File: config.mk
export PLATFORM = sky130hd
export DESIGN_NAME = ctimer_top
export DESIGN_NICKNAME = d
export VERILOG_FILES = /design/src/rtl/ctimer_pkg.sv /design/src/rtl/ctimer_edge.sv /design/src/rtl/ctimer_prescale.sv /design/src/rtl/ctimer_capture.sv /design/src/rtl/ctimer_top.sv
export SDC_FILE = /design/constraint.sdc
export NUM_CORES = 1
export LEC_CHECK = 0
export BUFFER_PORTS_ARGS = -buffer_cell sky130_fd_sc_hd__clkbuf_2
export CELL_PAD_IN_SITES_DETAIL_PLACEMENT = 1
export CELL_PAD_IN_SITES_GLOBAL_PLACEMENT = 1
export CORE_ASPECT_RATIO = 1.75
export CORE_MARGIN = 2
export CORE_UTILIZATION = 50
export DETAILED_ROUTE_END_ITERATION = 8
export GPL_ROUTABILITY_DRIVEN = 0
export PLACE_DENSITY_LB_ADDON = 0.25
export SETUP_SLACK_MARGIN = 0.5
export SLEW_MARGIN = 20
export SYNTH_ARGS = -nofsm -noshare
export SYNTH_HDL_FRONTEND = slang
export SYNTH_SLANG_ARGS = --single-unit
File: constraint.sdc
create_clock -name clk -period 10.1 [get_ports clk]
set_input_delay 0.505 -clock clk [delete_from_list [all_inputs] [get_ports clk]]
set_output_delay 0.505 -clock clk [all_outputs]
set_load 0.02 [all_outputs]
File: src/rtl/ctimer_pkg.sv
package ctimer_pkg;

  localparam int unsigned CT_W = 16;

  typedef enum logic [2:0] {
    A_CTRL = 3'd0,
    A_CMP1 = 3'd1,
    A_CMP2 = 3'd2,
    A_CAP1 = 3'd3,
    A_CAP2 = 3'd4,
    A_CNT  = 3'd5,
    A_AUX  = 3'd6
  } reg_addr_e;

  typedef enum logic [1:0] {
    CK_DIV4 = 2'b00,
    CK_DIV2 = 2'b01,
    CK_DIV8 = 2'b10,
    CK_EXT  = 2'b11
  } clk_sel_e;

  // Control register, bit 7 first
  typedef struct packed {
    logic     pin1_en;
    logic     pin2_en;
    logic     one_pulse;
    logic     pwm;
    clk_sel_e clk_sel;
    logic     cap2_rise;
    logic     ext_rise;
  } ctrl_t;

endpackage

File: src/rtl/ctimer_edge.sv
module ctimer_edge (
  input  logic clk,
  input  logic rst_n,
  input  logic din,
  input  logic rise_sel,
  output logic edge_o
);
  // [0],[1]: synchroniser, [2]: previous synchronised value
  logic [2:0] sh;

  always_ff @(posedge clk) begin
    if (!rst_n) sh <= '0;
    else        sh <= {sh[1:0], din};
  end

  assign edge_o = rise_sel ? (sh[1] & ~sh[2]) : (~sh[1] & sh[2]);

endmodule

File: src/rtl/ctimer_prescale.sv
module ctimer_prescale
  import ctimer_pkg::*;
(
  input  logic     clk,
  input  logic     rst_n,
  input  clk_sel_e sel,
  input  logic     ext_tick,
  output logic     tick
);
  localparam int unsigned MAX_DIV = 8;
  localparam int unsigned DW = $clog2(MAX_DIV);

  logic [DW-1:0] div;

  always_ff @(posedge clk) begin
    if (!rst_n) div <= '0;
    else        div <= div + 1'b1;
  end

  always_comb begin
    unique case (sel)
      CK_DIV4: tick = &div[1:0];
      CK_DIV2: tick = div[0];
      CK_DIV8: tick = &div;
      default: tick = ext_tick;
    endcase
  end

  // after any divided tick the divider's low bits are zero: no divided tick next cycle
  assert_div_spacing_R2: assert property (@(posedge clk) disable iff (!rst_n)
    (tick && sel != CK_EXT) |=> !(tick && sel != CK_EXT));

endmodule

File: src/rtl/ctimer_capture.sv
module ctimer_capture #(
  parameter int unsigned W = 16
) (
  input  logic         clk,
  input  logic         rst_n,
  input  logic         hit,
  input  logic         rd_clr,
  input  logic [W-1:0] cnt,
  output logic [W-1:0] val,
  output logic         flag
);
  always_ff @(posedge clk) begin
    if (!rst_n) begin
      val  <= '0;
      flag <= 1'b0;
    end else if (hit) begin
      val  <= cnt;
      flag <= 1'b1;
    end else if (rd_clr) begin
      flag <= 1'b0;
    end
  end

  assert_capture_latch_R5: assert property (@(posedge clk) disable iff (!rst_n)
    hit |=> (flag && val == $past(cnt)));

  assert_read_clears_R6: assert property (@(posedge clk) disable iff (!rst_n)
    (rd_clr && !hit) |=> !flag);

endmodule

File: src/rtl/ctimer_top.sv
module ctimer_top
  import ctimer_pkg::*;
#(
  parameter bit          HAS_EXT_CLK = 1'b1,
  parameter int unsigned W           = CT_W
) (
  input  logic         clk,
  input  logic         rst_n,
  input  logic         ext_clk_i,
  input  logic         cap1_i,
  input  logic         cap2_i,
  input  logic         reg_wr_i,
  input  logic         reg_rd_i,
  input  logic [2:0]   reg_addr_i,
  input  logic [W-1:0] reg_wdata_i,
  output logic [W-1:0] reg_rdata_o,
  output logic         oc1_o,
  output logic         oc2_o,
  output logic [1:0]   cmp_flag_o,
  output logic [1:0]   cap_flag_o
);
  localparam int unsigned NPIN = 3;   // ext, cap1, cap2
  localparam int unsigned NCAP = 2;
  localparam int unsigned CW   = $bits(ctrl_t);
  localparam int unsigned AW   = 3;

  ctrl_t          ctrl;
  logic [AW-1:0]  aux;       // [0] cap1 rising, [1] level 1, [2] level 2
  logic [W-1:0]   cmp1, cmp2, cnt, cnt_d;
  logic           oc1_q, oc2_q, os_active;
  logic [1:0]     cflag;

  // ---------------- pin synchronisers ----------------
  logic [NPIN-1:0] pin_in, pin_rise, pin_edge;
  assign pin_in   = {cap2_i, cap1_i, ext_clk_i};
  assign pin_rise = {ctrl.cap2_rise, aux[0], ctrl.ext_rise};

  for (genvar g = 0; g < NPIN; g++) begin : g_edge
    ctimer_edge u_edge (
      .clk(clk), .rst_n(rst_n), .din(pin_in[g]),
      .rise_sel(pin_rise[g]), .edge_o(pin_edge[g])
    );
  end

  logic ext_tick, tick;
  if (HAS_EXT_CLK) begin : g_ext
    assign ext_tick = pin_edge[0];
  end else begin : g_noext
    assign ext_tick = 1'b0;
  end

  ctimer_prescale u_pre (
    .clk(clk), .rst_n(rst_n), .sel(ctrl.clk_sel),
    .ext_tick(ext_tick), .tick(tick)
  );

  // ---------------- capture channels ----------------
  logic [NCAP-1:0] cap_hit, cap_clr, cap_flag;
  logic [W-1:0]    cap_val [NCAP];
  assign cap_hit = pin_edge[2:1];
  assign cap_clr = {reg_rd_i && reg_addr_i == A_CAP2, reg_rd_i && reg_addr_i == A_CAP1};

  for (genvar c = 0; c < NCAP; c++) begin : g_cap
    ctimer_capture #(.W(W)) u_cap (
      .clk(clk), .rst_n(rst_n), .hit(cap_hit[c]), .rd_clr(cap_clr[c]),
      .cnt(cnt), .val(cap_val[c]), .flag(cap_flag[c])
    );
  end

  // ---------------- counter and modes ----------------
  logic pwm_on, opm_on, trig, hit1, hit2;
  assign pwm_on = ctrl.pwm;
  assign opm_on = ctrl.one_pulse && !ctrl.pwm;
  assign trig   = opm_on && cap_hit[0] && !os_active;

  always_comb begin
    if (trig)                      cnt_d = '0;
    else if (!tick)                cnt_d = cnt;
    else if (pwm_on && cnt >= cmp2) cnt_d = '0;
    else                           cnt_d = cnt + 1'b1;
  end

  assign hit1 = tick && !trig && (cnt_d == cmp1);
  assign hit2 = tick && !trig && (cnt_d == cmp2);

  logic wr_cmp1, wr_cmp2;
  assign wr_cmp1 = reg_wr_i && reg_addr_i == A_CMP1;
  assign wr_cmp2 = reg_wr_i && reg_addr_i == A_CMP2;

  always_ff @(posedge clk) begin
    if (!rst_n) begin
      ctrl      <= '0;
      aux       <= '0;
      cmp1      <= '0;
      cmp2      <= '0;
      cnt       <= '0;
      oc1_q     <= 1'b0;
      oc2_q     <= 1'b0;
      os_active <= 1'b0;
      cflag     <= '0;
    end else begin
      cnt <= cnt_d;
      if (reg_wr_i && reg_addr_i == A_CTRL) ctrl <= ctrl_t'(reg_wdata_i[CW-1:0]);
      if (reg_wr_i && reg_addr_i == A_AUX)  aux  <= reg_wdata_i[AW-1:0];
      if (wr_cmp1) cmp1 <= reg_wdata_i;
      if (wr_cmp2) cmp2 <= reg_wdata_i;

      if (hit1)         cflag[0] <= 1'b1;
      else if (wr_cmp1) cflag[0] <= 1'b0;
      if (hit2)         cflag[1] <= 1'b1;
      else if (wr_cmp2) cflag[1] <= 1'b0;

      if (hit1) oc1_q <= aux[1];
      if (hit2) oc2_q <= aux[2];

      if (!opm_on)                  os_active <= 1'b0;
      else if (trig)                os_active <= 1'b1;
      else if (os_active && hit1)   os_active <= 1'b0;
    end
  end

  logic pin1_lvl;
  always_comb begin
    if (pwm_on)      pin1_lvl = (cnt < cmp1) ? aux[1] : aux[2];
    else if (opm_on) pin1_lvl = os_active ? aux[1] : aux[2];
    else             pin1_lvl = oc1_q;
  end

  assign oc1_o      = ctrl.pin1_en & pin1_lvl;
  assign oc2_o      = ctrl.pin2_en & oc2_q;
  assign cmp_flag_o = cflag;
  assign cap_flag_o = cap_flag;

  always_comb begin
    reg_rdata_o = '0;
    case (reg_addr_i)
      A_CTRL:  reg_rdata_o[CW-1:0] = ctrl;
      A_CMP1:  reg_rdata_o = cmp1;
      A_CMP2:  reg_rdata_o = cmp2;
      A_CAP1:  reg_rdata_o = cap_val[0];
      A_CAP2:  reg_rdata_o = cap_val[1];
      A_CNT:   reg_rdata_o = cnt;
      A_AUX:   reg_rdata_o[AW-1:0] = aux;
      default: reg_rdata_o = '0;
    endcase
  end

  // ---------------- assertions ----------------
  assert_ext_absent_stop_R4: assert property (@(posedge clk) disable iff (!rst_n)
    (!HAS_EXT_CLK && ctrl.clk_sel == CK_EXT && !trig) |=> $stable(cnt));

  assert_count_step_R3: assert property (@(posedge clk) disable iff (!rst_n)
    (!trig && !pwm_on) |=> (cnt == $past(cnt) || cnt == $past(cnt) + 1'b1));

  assert_pwm_reload_R9: assert property (@(posedge clk) disable iff (!rst_n)
    (pwm_on && tick && cnt >= cmp2) |=> (cnt == '0));

  assert_pulse_start_R10: assert property (@(posedge clk) disable iff (!rst_n)
    $rose(os_active) |-> ($past(trig) && cnt == '0));

  assert_pin_gate_R8: assert property (@(posedge clk) disable iff (!rst_n)
    (!ctrl.pin1_en && !ctrl.pin2_en) |-> (!oc1_o && !oc2_o));

endmodule

==> results.toml <==
[outcome]
outcome = "finished clean"

[power]
p_seq_share_pct = 50.7
switching_share_pct = 27.47
ir_worst_vdd_v = 0.00008204
p_per_area_mw_per_mm2 = 120.3
combPwrFrac_pct = 9.9
p_leak_nw = 2.756
power_w = 0.0008884
power.switching_w = 0.0002441
p_clk_share_pct = 39.5
p_int_w = 0.0006444

[layout]
fillers = 1615
syn_to_final_growth_pct = 9.293
drive_gt1_share_pct = 12.30
insertedDiodeCount = 0
nNetsFinal = 861

[floorplanning]
die_area_sq_mm = 0.01450
rows = 56
start_util_pct = 50.77
io_pins = 48
die_w_microns = 91.89
die_h_microns = 157.8
core_sq_mm = 0.01331

[logic_synthesis]
seq_area_frac_synth_pct = 32.58
synth.distinct_cells = 68
synth.most_common_cell = "nand2_1"
yosys_warnings = 0
yosysTopAreaCell = "dfxtp_1"
synth_top_family_by_area = "simple AND/OR/NAND/NOR gates"
synth_top_area_share_pct = 32.58
yosys.area_share.xor_xnor_pct = 5.165
muxShareOfSynthArea_pct = 10.46
async_reset_ff_share_pct = 0
syn_inst = 777
synth-adder-area-share_pct = 6.294
synth_common_cells = "119 x nand2_1, 110 x dfxtp_1, 56 x mux2i_1"
ys.flop_type = "dfxtp_1"
syn-cell-area_sq_mm = 0.006759
yosys-top-cells-area = "dfxtp_1 33%, mux2i_1 8.3%, nand2_1 6.6%"
synth.avg_cell_area_sq_um = 8.699
yosys.area_share.simple_pct = 21.05
syn_nets = 837
synth_edf_count = 0
ys_seq_elements = 110
synth_compound_area_share_pct = 19.59

[global_route]
gr-total-overflow = 0
grt_pass1_vias = 6685
grt_use_total_pct = 35.49
grt_pass1_wl_microns = 38100
antenna_found_initial = 0
grt_max_degree = 98

[clock_network]
cts_setup_buffers = 0
cts_made_buffers = 9
cts_tree = "done"
ctsResizeCount = 0
htree_levels = 3
worstSkewPairLatency_ns = 0.36
path_clk_slew_ns = 0.08
clockBufferDepth = 2
ctsRootBufferMaster = "clkbuf_16"
clkSinkCount = 110
cts_hold_buffers = 0

[worst_setup_path]
cp_slowest_cell = "a31oi_1"
end_kind = "output pin"
path_max_fanout = 5
worstPathRequired_ns = 9.60
worstSetupPathType = "reg -> out"
path_cells = "inv_1, ha_1, a21o_1, a21o_1, a21o_1, a21o_1, a21o_1, a31oi_1, o21ai_0, a311oi_1, clkbuf_2"
cp.arrival_ns = 3.70
cpMostUsedCell = "a21o_1"
slowest_delay_ns = 0.69
path_delay_family = "compound AO/OA/AOI/OAI gates"
crit_buf_inv = 2
crit_path_start_kind = "flip-flop"

[hold_path]
hp-class = "in -> reg"

[run]
drv_cap = 0

[timing]
worst_pin_slew_ns = 0.9009
clock.fmax_mhz = 238.0
tns_ns = 0
drv_slew = 0
holdWs_ns = 0.3485
layout_worst_path_cycle_share_pct = 41.61
setup_violations = 0
finalCriticalPeriod_ns = 4.202
relSlewSlack_pct = 39.66
final.setup_skew_ns = 0.01028
finalHoldViolCount = 0
rsz0062_at_grt = "no"

[detailed_routing]
post_drt_wl_per_cell_microns = 25.55
vias = 6302
wirelength_microns = 25020
vias_per_cell = 6.437
drc_errors = 0
dr.pass1.iters = 5
postRouteAntennaNets = 0
first_iter_violations = 366

[placed_design]
portBuffers = 47
hpwlAfterDp_microns = 18350
## path summary, 6_finish.rpt
| check | from | endpoint | slack, ns | cells after the start |
|---|---|---|---|---|
| setup reg to reg | cnt[9] | oc1_q | 6.20 | 10 |
| hold / removal | cap2_i | g_edge[2].u_edge.sh[0] | 0.35 | 2 |
| setup / recovery | cmp1[1] | oc1_o | 5.90 | 11 |
| hold reg to reg | g_edge[2].u_edge.sh[0] | g_edge[2].u_edge.sh[1] | 0.44 | 1 |
## cell families (layout without fill, tap and decap cells)
logic type,after synthesis,count (layout)
and+or+nand+nor,283,283
adders and majority gates,34,34
DFF,110,110
xor gates and xnor gates,32,32
muxes,64,64
buffers and inverters,82,110
AOI/OAI and AO/OA,172,172
## power groups by stage
stage	Clock, W	Sequential [W]	Combinational (W)
5_1_grt	0.000369	0.000451	0.0000938
3_5_place_dp	0	0.000460	0.0000847
4_1_cts	0.000355	0.000450	0.0000855
3_3_place_gp	0	0.000459	0.0000817
2_1_floorplan	0	0.000456	0.0000559
6_report	0.000351	0.000450	0.0000877
## through the flow
stage                     util, %  instance area (sq um)  worst slack [ns]  instances
after floorplan                 -                   6759             6.917        777
after global placement      53.34                   7101             6.462        964
after detailed placement    53.34                   7101             6.295        964
after CTS                   55.45                   7382             6.126        979
after global routing        55.49                   7387             5.790        979
final                       55.49                   7387             5.898        979
## area by class of cell
type,count,area [sq um],area share [%]
clock buffer,9,225.2,3.049
clock inverter,6,56.30,0.7622
inverter,40,150.1,2.033
multi-input combinational,585,4240,57.40
sequential,110,2202,29.81
tap,174,217.7,2.947
timing repair buffer,55,295.3,3.997
## cells in the final DEF, fill, tap and decap left out, drive strengths merged, types with 11 or more instances in the layout
cell type and n:
a21boi 41, nor2b 43, a21o 11, a211oi 14
inv 42, nor2 37, nand2 119, and2 20
o21ai 25, ha 34, mux2i 56, a21oi 19
xnor2 22, dfxtp 110, clkbuf 56
## state kept, by name, indices dropped and copies added, names as in the netlist, 2 cells and up
name              cells
g_cap.u_cap.val      32
cmp1                 16
cmp2                 16
cnt                  16
g_edge.u_edge.sh      9
ctrl                  7
aux                   3
u_pre.div             3
cmp_flag_o            2
g_cap.u_cap.flag      2
## metal layers
metal / part of all wire [%] / vias to the layer above / GRT usage (%)
met3: 4.3 / 141 / 7.520
met5: 0 / - / 0
met2: 50 / 254 / 62.29
li1: - / 2795 / -
met4: 11 / 0 / 32.13
met1: 35 / 3112 / 34.50
(Power assumes the default switching activity.)
